`src/rtl/ilk_pkg.sv`:
```
package ilk_pkg;

   typedef enum logic [2:0] {
      CC_NONE,
      CC_RREG,
      CC_IMM,
      CC_LOAD,
      CC_STORE,
      CC_BR_PAIR,
      CC_BR_SINGLE
   } cons_class_e;

   localparam logic [2:0] GRP_IMM   = 3'b001;
   localparam logic [2:0] GRP_LOAD  = 3'b100;
   localparam logic [2:0] GRP_STORE = 3'b101;
   localparam logic [5:0] OP_RREG   = 6'b000000;
   localparam logic [3:0] GRP_BR    = 4'b0001;

   function automatic cons_class_e classify(input logic [5:0] op);
      cons_class_e c;
      c = CC_NONE;
      if (op == OP_RREG)                 c = CC_RREG;
      else if (op[5:3] == GRP_IMM)       c = CC_IMM;
      else if (op[5:3] == GRP_LOAD)      c = CC_LOAD;
      else if (op[5:3] == GRP_STORE)     c = CC_STORE;
      else if (op[5:2] == GRP_BR)        c = op[1] ? CC_BR_SINGLE : CC_BR_PAIR;
      return c;
   endfunction

endpackage

```
`src/rtl/ilk_producer_dec.sv`:
```
module ilk_producer_dec #(
   parameter int INSTR_W = 32,
   parameter int OPC_LSB = 26,
   parameter int RT_LSB  = 16,
   parameter int REG_W   = 5
) (
   input  logic [INSTR_W-1:0] instr,
   input  logic               valid,
   output logic               load_live,
   output logic [REG_W-1:0]   dst
);
   import ilk_pkg::*;

   localparam int OPC_W = 6;

   logic [OPC_W-1:0] opc;
   logic             is_load;

   assign opc     = instr[OPC_LSB +: OPC_W];
   assign dst     = instr[RT_LSB +: REG_W];
   assign is_load = (opc[5:3] == GRP_LOAD);

   assign load_live = valid && is_load && (dst != '0);

   always_comb begin
      // a register-zero destination is never a live producer
      a_r5_zero_dst_dead: assert (!(load_live && dst == '0));
      // only the load group produces a live result
      a_r4_load_group_only: assert (!load_live || opc[5:3] == GRP_LOAD);
   end

endmodule

```
`src/rtl/ilk_consumer_dec.sv`:
```
module ilk_consumer_dec #(
   parameter int INSTR_W = 32,
   parameter int OPC_LSB = 26,
   parameter int RS_LSB  = 21,
   parameter int RT_LSB  = 16,
   parameter int REG_W   = 5,
   parameter int NSRC    = 2
) (
   input  logic [INSTR_W-1:0]        instr,
   output logic [NSRC-1:0]           src_used,
   output logic [NSRC-1:0][REG_W-1:0] src_reg
);
   import ilk_pkg::*;

   localparam int OPC_W = 6;

   cons_class_e      cls;
   logic [OPC_W-1:0] opc;
   logic             reads_rs;
   logic             reads_rt;

   assign opc = instr[OPC_LSB +: OPC_W];
   assign cls = classify(opc);

   always_comb begin
      reads_rs = 1'b0;
      reads_rt = 1'b0;
      unique case (cls)
         CC_RREG:      begin reads_rs = 1'b1; reads_rt = 1'b1; end
         CC_IMM:       begin reads_rs = 1'b1; reads_rt = 1'b0; end
         CC_LOAD:      begin reads_rs = 1'b1; reads_rt = 1'b0; end
         CC_STORE:     begin reads_rs = 1'b1; reads_rt = 1'b1; end
         CC_BR_PAIR:   begin reads_rs = 1'b1; reads_rt = 1'b1; end
         CC_BR_SINGLE: begin reads_rs = 1'b1; reads_rt = 1'b0; end
         default:      begin reads_rs = 1'b0; reads_rt = 1'b0; end
      endcase
   end

   generate
      if (NSRC == 2) begin : g_two_src
         assign src_used = {reads_rt, reads_rs};
         assign src_reg  = {instr[RT_LSB +: REG_W], instr[RS_LSB +: REG_W]};
      end else begin : g_one_src
         assign src_used = reads_rs;
         assign src_reg  = instr[RS_LSB +: REG_W];
      end
   endgenerate

   always_comb begin
      // immediate ALU and load consumers never present rt
      a_r2_no_rt_for_imm_load: assert (!((opc[5:3] == GRP_IMM || opc[5:3] == GRP_LOAD) && src_used[NSRC-1] && NSRC == 2));
      // jumps and unused groups read no register
      a_r3_unknown_reads_none: assert (!(opc[5:4] == 2'b01 || opc[5:4] == 2'b11 || opc[5:1] == 5'b00001) || src_used == '0);
   end

endmodule

```
`src/rtl/ilk_match.sv`:
```
module ilk_match #(
   parameter int REG_W = 5,
   parameter int NSRC  = 2
) (
   input  logic                       load_live,
   input  logic [REG_W-1:0]           dst,
   input  logic [NSRC-1:0]            src_used,
   input  logic [NSRC-1:0][REG_W-1:0] src_reg,
   output logic                       hazard
);
   logic [NSRC-1:0] hit;

   genvar i;
   generate
      for (i = 0; i < NSRC; i++) begin : g_cmp
         assign hit[i] = src_used[i] && (src_reg[i] == dst);
      end
   endgenerate

   assign hazard = load_live && (|hit);

   always_comb begin
      // a hazard always names a used source equal to the load target
      a_r1_hazard_has_hit: assert (!hazard || (hit != '0 && load_live));
   end

endmodule

```
`src/rtl/load_use_interlock.sv`:
```
module load_use_interlock #(
   parameter int INSTR_W = 32,
   parameter int OPC_LSB = 26,
   parameter int RS_LSB  = 21,
   parameter int RT_LSB  = 16,
   parameter int REG_W   = 5,
   parameter int NSRC    = 2
) (
   input  logic [INSTR_W-1:0] ifid_instr,
   input  logic               ifid_valid,
   input  logic [INSTR_W-1:0] idex_instr,
   input  logic               idex_valid,
   output logic               pc_we,
   output logic               ifid_we,
   output logic               idex_bubble
);
   localparam int OPC_W = 6;

   generate
      if (OPC_LSB + OPC_W > INSTR_W) begin : g_bad_opc
         $error("opcode field exceeds instruction width");
      end
      if (RS_LSB + REG_W > INSTR_W || RT_LSB + REG_W > INSTR_W) begin : g_bad_reg
         $error("register field exceeds instruction width");
      end
      if (NSRC < 1 || NSRC > 2) begin : g_bad_nsrc
         $error("NSRC must be 1 or 2");
      end
   endgenerate

   logic                       load_live;
   logic [REG_W-1:0]           dst;
   logic [NSRC-1:0]            src_used;
   logic [NSRC-1:0][REG_W-1:0] src_reg;
   logic                       hazard;
   logic                       stall;

   ilk_producer_dec #(
      .INSTR_W(INSTR_W), .OPC_LSB(OPC_LSB), .RT_LSB(RT_LSB), .REG_W(REG_W)
   ) u_prod (
      .instr(idex_instr), .valid(idex_valid),
      .load_live(load_live), .dst(dst)
   );

   ilk_consumer_dec #(
      .INSTR_W(INSTR_W), .OPC_LSB(OPC_LSB), .RS_LSB(RS_LSB),
      .RT_LSB(RT_LSB), .REG_W(REG_W), .NSRC(NSRC)
   ) u_cons (
      .instr(ifid_instr), .src_used(src_used), .src_reg(src_reg)
   );

   ilk_match #(.REG_W(REG_W), .NSRC(NSRC)) u_match (
      .load_live(load_live), .dst(dst),
      .src_used(src_used), .src_reg(src_reg), .hazard(hazard)
   );

   assign stall       = hazard && ifid_valid;
   assign pc_we       = !stall;
   assign ifid_we     = !stall;
   assign idex_bubble = stall;

   always_comb begin
      // holds and bubble move together
      a_r7_outputs_agree: assert (pc_we == ifid_we && idex_bubble == !pc_we);
      // an empty stage never stalls
      a_r6_invalid_no_stall: assert (ifid_valid && idex_valid || !idex_bubble);
   end

endmodule

```
`config.mk`:
```
export PLATFORM = sky130hd
export DESIGN_NAME = load_use_interlock
export DESIGN_NICKNAME = d
export VERILOG_FILES = /design/src/rtl/ilk_pkg.sv /design/src/rtl/ilk_producer_dec.sv /design/src/rtl/ilk_consumer_dec.sv /design/src/rtl/ilk_match.sv /design/src/rtl/load_use_interlock.sv
export SDC_FILE = /design/constraint.sdc
export NUM_CORES = 1
export LEC_CHECK = 0
export BUFFER_PORTS_ARGS = -buffer_cell sky130_fd_sc_hd__buf_2
export CAP_MARGIN = 20
export CORE_AREA = 2 2 39 41
export DETAILED_ROUTE_END_ITERATION = 12
export DIE_AREA = 0 0 41 43
export PLACE_DENSITY_LB_ADDON = 0.05
export SLEW_MARGIN = 25
export SYNTH_ARGS = -nofsm -noshare
export SYNTH_HDL_FRONTEND = slang
export SYNTH_SLANG_ARGS = --single-unit
```
`constraint.sdc`:
```
create_clock -name vclk -period 2.8
set_input_delay 0.42 -clock vclk [all_inputs]
set_output_delay 0.42 -clock vclk [all_outputs]
set_load 0.1 [all_outputs]
```
Word-level counts from Yosys, hierarchy flattened
Cells that the tools add are included.
{"block": "classes", "eq_ne": 13, "mux": 8, "reduce_logical": 12}
{"op": "$eq A3 B3 Y1 const B", "n": 6}
{"op": "$mux W3", "n": 5}
{"op": "$eq A5 B5 Y1", "n": 2}
{"op": "$eq A3 B1 Y1 const B", "n": 2}
{"op": "$eq A3 B2 Y1 const B", "n": 2}
{"op": "$logic_and A1 B1 Y1", "n": 6}
{"op": "$logic_not A6 Y1", "n": 1}
{"op": "$reduce_or A6 Y1", "n": 1}
{"op": "$reduce_bool A5 Y1", "n": 1}
{"op": "$eq A4 B1 Y1 const B", "n": 1}
{"op": "$reduce_or A3 Y1", "n": 1}
{"op": "$mux W1", "n": 2}
{"op": "$mux W2", "n": 1}
{"op": "$reduce_or A2 Y1", "n": 1}
{"op": "$logic_not A1 Y1", "n": 1}
{"block": "word_totals", "reg_bits": 0, "elab_cells": 33}

Longest topological paths before layout
Gate-level depths: netlist of run 1.
{"block": "depth", "depth_word": 14, "ltp_mapped": 6, "mapped_depth_nobuf": 5}

Hierarchy
From an unflattened synthesis of run 1, not the netlist that was laid out.
{"block": "unflattened", "hier_cells": 46, "area_unflattened_um2": 329.1}
{"mod": "ilk_consumer_dec", "n_inst": 1, "cells_each": 19, "area_per_inst_um2": 132.6, "seq_area_each_um2": 0.0}
{"mod": "ilk_match", "n_inst": 1, "cells_each": 15, "area_per_inst_um2": 116.4, "seq_area_each_um2": 0.0}
{"mod": "ilk_producer_dec", "n_inst": 1, "cells_each": 9, "area_per_inst_um2": 62.6, "seq_area_each_um2": 0.0}
{"mod": "load_use_interlock", "n_inst": 1, "cells_each": 3, "area_per_inst_um2": 17.5, "seq_area_each_um2": 0.0}

Worst setup path before layout of run 1
OpenSTA, ideal clock, no wires.
{"block": "synth_path", "path_type": "input port to output port", "from": "input ifid_instr[19]", "to": "output pc_we", "arrival_time_ns": 3.574, "required_time_ns": 2.380, "setup_slack_ns": -1.194, "path_stages": 6, "path_cell_list": "xnor2_1 > nand4_1 > nor3_1 > o22a_1 > o21ai_0 > buf_4"}
{"block": "synth_between", "elab_chain_cells": 6}
{"item": "start: declaration", "line_no": "load_use_interlock.sv:9", "rtl": "input logic [INSTR_W-1:0] ifid_instr,"}
{"item": "$eq A5 B5 Y1", "line_no": "ilk_match.sv:16", "rtl": "assign hit[i] = src_used[i] && (src_reg[i] == dst);"}
{"item": "$logic_and A1 B1 Y1", "line_no": "ilk_match.sv:16"}
{"item": "$reduce_or A2 Y1", "line_no": "ilk_match.sv:20", "rtl": "assign hazard = load_live && (|hit);"}
{"item": "$logic_and A1 B1 Y1", "line_no": "ilk_match.sv:20"}
{"item": "$logic_and A1 B1 Y1", "line_no": "load_use_interlock.sv:57", "rtl": "assign stall = hazard && ifid_valid;"}
{"item": "$logic_not A1 Y1"}
{"item": "end: declaration", "line_no": "load_use_interlock.sv:13", "rtl": "output logic pc_we,"}
Every way passes these cells.

Worst setup path after layout of run 1
{"block": "layout_path", "from": "input idex_instr[18]", "to": "output ifid_we"}
{"block": "layout_between", "elab_chain_cells": 6}
{"item": "start: declaration", "line_no": "load_use_interlock.sv:11", "rtl": "input logic [INSTR_W-1:0] idex_instr,"}
{"item": "$eq A5 B5 Y1", "line_no": "ilk_match.sv:16"}
{"item": "$logic_and A1 B1 Y1", "line_no": "ilk_match.sv:16"}
{"item": "$reduce_or A2 Y1", "line_no": "ilk_match.sv:20"}
{"item": "$logic_and A1 B1 Y1 *", "line_no": "ilk_match.sv:20"}
{"item": "$logic_and A1 B1 Y1 *", "line_no": "load_use_interlock.sv:57"}
{"item": "$logic_not A1 Y1 *", "line_no": "load_use_interlock.sv:59", "rtl": "assign ifid_we = !stall;"}
{"item": "end: declaration", "line_no": "load_use_interlock.sv:14", "rtl": "output logic ifid_we,"}
Mark *: on every way between the ends. The rest lies on a longest branch, timed or not.

==> results of run 1 <==
## cells in the mapped netlist
| cell | count | area, sq um |
|---|---|---|
| nor2b_1 | 1 | 6.26 |
| o21ai_0 | 1 | 5.00 |
| nand4_1 | 1 | 6.26 |
| nor2_1 | 1 | 3.75 |
| inv_1 | 1 | 3.75 |
| nor3_2 | 1 | 10.0 |
| buf_4 | 1 | 7.51 |
| a211oi_1 | 1 | 7.51 |
| o21a_1 | 2 | 15.0 |
| o22a_1 | 1 | 8.76 |
| xor2_1 | 3 | 26.3 |
| nand3_1 | 1 | 5.00 |
| xnor2_1 | 7 | 61.3 |
| or4_1 | 1 | 7.51 |
| nor4_1 | 1 | 6.26 |
| nor3_1 | 1 | 5.00 |
| nand4b_1 | 1 | 8.76 |
## metal layers
metal	up-vias	track usage (%)
met5	-	0
met4	0	0
met3	0	0.524
met2	15	11.6
met1	112	6.01
li1	153	-
## area by class of cell
cell class	instances	area (sq um)
multi-input cells	24	186
repair buffers	29	145
well taps	16	20.0
fillers	156	1030
inverters	1	3.75
## through the flow
step	utilization [%]	instances	setup slack [ns]	hold WS (ns)
after floorplan	-	26	0.252	1.28
after CTS	25.7	70	0.605	1.36
final	25.7	70	0.633	1.35
after detailed placement	25.7	70	0.605	1.35
after global routing	25.7	70	0.510	1.39
after global placement	25.7	70	0.587	1.35
## kinds of logic after synthesis
logic type	synth area share (%)
buffers and inverters	5.81
and+or+nand+nor	30.3
AOI/OAI and AO/OA	18.7
xor gates and xnor gates	45.2
## path summary, 6_finish.rpt
path	start	endpoint	cells past startpoint
setup / recovery	idex_instr[18]	ifid_we	6
hold / removal	idex_instr[30]	idex_bubble	4
## power groups by stage
stage / combinational [uW] / sequential, uW / clock [uW]
finish: 41.0 / 0 / 0
global placement: 42.4 / 0 / 0
floorplan: 17.9 / 0 / 0
CTS: 42.0 / 0 / 0
detailed placement: 42.0 / 0 / 0
global route: 45.7 / 0 / 0
## tightest hold or removal path, cell delays in order
cell and delay, ns:
buf_2 0.07, nor4_1 0.06, o21a_1 0.10, buf_2 0.28
==> flow_metrics.tcl, run 1 <==
set metrics [dict create \
    outcome "finished, final reports clean" \
    slew_viol_final 0 \
    n_clock_buffer 0 \
    final_common_cell "buf_2" \
    die_h_um 43 \
    power_frac_comb_pct 100.0 \
    path_common_cell "buf_2" \
    drt-total-wl_um 570 \
    fmax_ghz 0.461 \
    crit_fanout 3 \
    startpoint_type "input port" \
    cts-resized-gates 0 \
    yosys.cell_types.count 17 \
    wl_per_cell_um 8.14 \
    holdBufCountCts 0 \
    fin_nets 122 \
    rows 14 \
    area_growth_pct 83.2 \
    cpPeakStageDelay_ns 0.52 \
    diodes 0 \
    io_pins 69 \
    grt-ovfl-total 0 \
    max-slew-margin-rel_pct 68.0 \
    finalCriticalPeriod_ns 2.17 \
    final_area_sq_um 355 \
    slowest_stage "or4_1" \
    drc 0 \
    p_per_area_nw_per_um2 115 \
    dr_total_vias 280 \
    io_buffers 29 \
    yosysSeqAreaShare_pct 0 \
    synthCells 26 \
    dieArea_sq_um 1760 \
    crit_path_end_kind "output port" \
    grt_pass1_vias 223 \
    dr_wl_met3_um 73 \
    p_sw_uw 16.8 \
    syn_nets 92 \
    path_class "input port to output port" \
    rsz0062_at_grt "false" \
    irDropWorstVdd_mv 0.0324 \
    worst-path-buf-inv 2 \
    arrival_ns 1.75 \
    firstDrtPassIters 2 \
    n_sequential_cell 0 \
    p_total_uw 41.0 \
    power_frac_seq_pct 0 \
    highest_layer "met3" \
    grt_start_max_net_pins 4 \
    drive_above_1_share_pct 57.4 \
    worstPathRequired_ns 2.38 \
    finalSetupViolCount 0 \
    fin_crit_sh_pct 77.4 \
    wl_met2_um 272 \
    regArea_sq_um 0 \
    final.setup.tns_ns 0 \
    cp_cell_sequence "buf_2, or4_1, nor2_1, nor4_1, o21ai_2, buf_2" \
    antenna_found_initial 0 \
    ys_warn_count 0 \
    grt_pass1_wl_um 752 \
    initial_core_util_pct 14.0 \
    post_cts_buffers 0 \
    drt-met1-wl_um 224 \
    hp-class "input port to output port" \
    max_cap_viol_count 0 \
    netlist_area_sq_um 194 \
    syn_avg_cell_area_sq_um 7.46 \
    place_area_sq_um 355 \
    hold_viol 0 \
    routed_via_density 4.00 \
    gp_congestion 0.658 \
    hpwl_um 557 \
    track_usage_pct 5.69 \
    drtIter0Drc 1 \
    coreArea_sq_um 1380 \
    intPower_uw 24.3 \
    pwr-share-clk_pct 0 \
    crit_family "simple AND/OR/NAND/NOR gates" \
    p_leak_uw 0.000168 \
    p_sw_share_pct 40.9 \
    worst-slew-pin-transition_ns 0.483 \
    layout_common_cells "buf_2, xnor2_1, xor2_1, o21a_1" \
    die_w_um 41 \
    ant_nets 0 \
]
Note: power is estimated with default switching activity, not from simulation.
==> run 2, diff against run 1 <==
--- a/config.mk
+++ b/config.mk
@@ -5,6 +5,7 @@
 export SDC_FILE = /design/constraint.sdc
 export NUM_CORES = 1
 export LEC_CHECK = 0
+export ABC_AREA = 1
 export BUFFER_PORTS_ARGS = -buffer_cell sky130_fd_sc_hd__buf_2
 export CAP_MARGIN = 20
 export CORE_AREA = 2 2 39 41
==> constraint.sdc (replaced) <==
create_clock -name vclk -period 2.3
set_input_delay 0.345 -clock vclk [all_inputs]
set_output_delay 0.345 -clock vclk [all_outputs]
set_load 0.1 [all_outputs]
==> run 2 against run 1 <==
Compared with the run above:
- via count rose by 63%
- area after synthesis rose by 61%
- final cell count rose by 61%
- count of clock-buffer cells in the layout did not move
- core utilization rose by 8.9 points
- non-clock buffer count did not move
- cell area rose by 35%
- global-route usage rose by 3.2 points
- die area did not move
- largest cell class unchanged
==> flow_metrics.tcl, run 2 <==
set metrics [dict create \
    outcome "finished, final reports clean" \
    area_growth_pct 52.8 \
    power_frac_comb_pct 100.0 \
    hpwl_um 725 \
    dieArea_sq_um 1760 \
    p_sw_uw 35.3 \
    final.setup.tns_ns 0 \
    cts-resized-gates 0 \
    holdWs_ns 1.24 \
    grt_pass1_wl_mm 1.19 \
    worst-slew-pin-transition_ns 0.485 \
    dr_total_vias 455 \
    cpPeakStageDelay_ns 0.42 \
    startpoint_type "input port" \
    grt-ovfl-total 0 \
    post_cts_buffers 0 \
    fin_nets 165 \
    wl_per_cell_um 6.54 \
    yosysTopAreaCellShare_pct 26.4 \
    intPower_uw 32.0 \
    die_h_um 43 \
    arrival_ns 1.48 \
    fin_crit_sh_pct 79.4 \
    regArea_sq_um 0 \
    hold_viol 0 \
    finalCriticalPeriod_ns 1.83 \
    netlist_area_sq_um 313 \
    final_cells 113 \
    dp.cells 113 \
    irDropWorstVdd_mv 0.0424 \
    p_leak_uw 0.000313 \
    drt-total-wl_um 739 \
    path_common_cell "buf_2" \
    routed_via_density 4.03 \
    cp_cell_sequence "buf_2, nor3_1, nand3b_1, nor2_1, nand2_1, nor2_2, buf_2" \
    grt_pass1_vias 385 \
    antenna_found_initial 0 \
    synth_top_area_cell "nand2_1" \
    gp_congestion 0.679 \
    crit_fanout 2 \
    final_common_cell "buf_2" \
    io_pins 69 \
    diodes 0 \
    max_cap_viol_count 0 \
    hp-class "input port to output port" \
    syn_nets 135 \
    yosys.cell_count.top_type "nand2_1" \
    ant_nets 0 \
    drive_above_1_share_pct 43.3 \
    syn_avg_cell_area_sq_um 4.53 \
    initial_core_util_pct 22.6 \
    rsz0062_at_grt "false" \
    yosys-top-cells-area "nand2_1, inv_1, nor2_1" \
    drc 0 \
    firstDrtPassIters 4 \
    path_class "input port to output port" \
    ys_warn_count 0 \
    track_usage_pct 8.89 \
    yosys.cell_types.count 16 \
    p_per_area_nw_per_um2 141 \
    grt_start_max_net_pins 6 \
    yosysSeqAreaShare_pct 0 \
    n_sequential_cell 0 \
    synthTopCellsByCount "nand2_1, inv_1, nor2_1" \
    crit_family "simple AND/OR/NAND/NOR gates" \
    fmax_ghz 0.547 \
    pwr-share-clk_pct 0 \
    die_w_um 41 \
    rows 14 \
    slew_viol_final 0 \
    holdBufCountCts 0 \
    layout_common_cells "buf_2, nand2_1, inv_1, nor2_1" \
    max-slew-margin-rel_pct 67.9 \
    coreArea_sq_um 1380 \
    n_clock_buffer 0 \
    worstPathRequired_ns 1.96 \
    slowest_stage "buf_2" \
    p_sw_share_pct 52.5 \
    drtIter0Drc 4 \
    finalSetupViolCount 0 \
    power_frac_seq_pct 0 \
    synthCells 69 \
    crit_path_end_kind "output port" \
    io_buffers 29 \
    n_fill_cell 177 \
    worst-path-buf-inv 2 \
]
[run 2: power by group through the flow]
stage,Clock [uW],Combinational (uW),Sequential (uW)
after CTS,0,68.9,0
after global placement,0,68.2,0
after global routing,0,77.0,0
final,0,67.3,0
after detailed placement,0,68.6,0
after floorplan,0,37.3,0
[run 2: worst paths after layout]
path      startpoint          end  slack (ns)  depth (start not counted)
min   ifid_instr[31]        pc_we        1.24                          5
max   idex_instr[30]  idex_bubble        0.47                          7
[run 2: logic make-up after synthesis]
| group | share of synthesized area [%] |
|---|---|
| buffers and inverters | 24.0 |
| AO/OA/AOI/OAI | 6.80 |
| XOR/XNOR | 2.80 |
| AND/OR/NAND/NOR | 66.4 |
[run 2: final cells by class]
type	instances	area (sq um)	area share, %
Multi-Input combinational cell	50	245	51.3
Timing Repair Buffer	29	145	30.4
Inverter	18	67.6	14.1
Tap cell	16	20.0	4.19
[run 2: tightest hold or removal path, cell delays in order]
cell and delay (ns):
buf_2 0.09, a31oi_1 0.04, nand2_1 0.07, nand3_2 0.06, buf_2 0.29
[run 2: layer usage]
metal	track usage (%)	part of all wire (%)	wire, um
met1	9.81	43	317
met5	0	0	0
met2	18.1	50	367
met3	0	7.4	55
met4	0	0	0
[run 2: through the flow]
| step | power (uW) | area, sq um | setup slack [ns] | utilization [%] |
|---|---|---|---|---|
| 2_1_floorplan | 37.3 | 320 | 0.290 | - |
| 3_3_place_gp | 68.2 | 478 | 0.465 | 34.5 |
| 3_5_place_dp | 68.6 | 478 | 0.459 | 34.5 |
| 4_1_cts | 68.9 | 478 | 0.453 | 34.5 |
| 5_1_grt | 77.0 | 478 | 0.384 | 34.5 |
| 6_report | 67.3 | 478 | 0.473 | 34.5 |
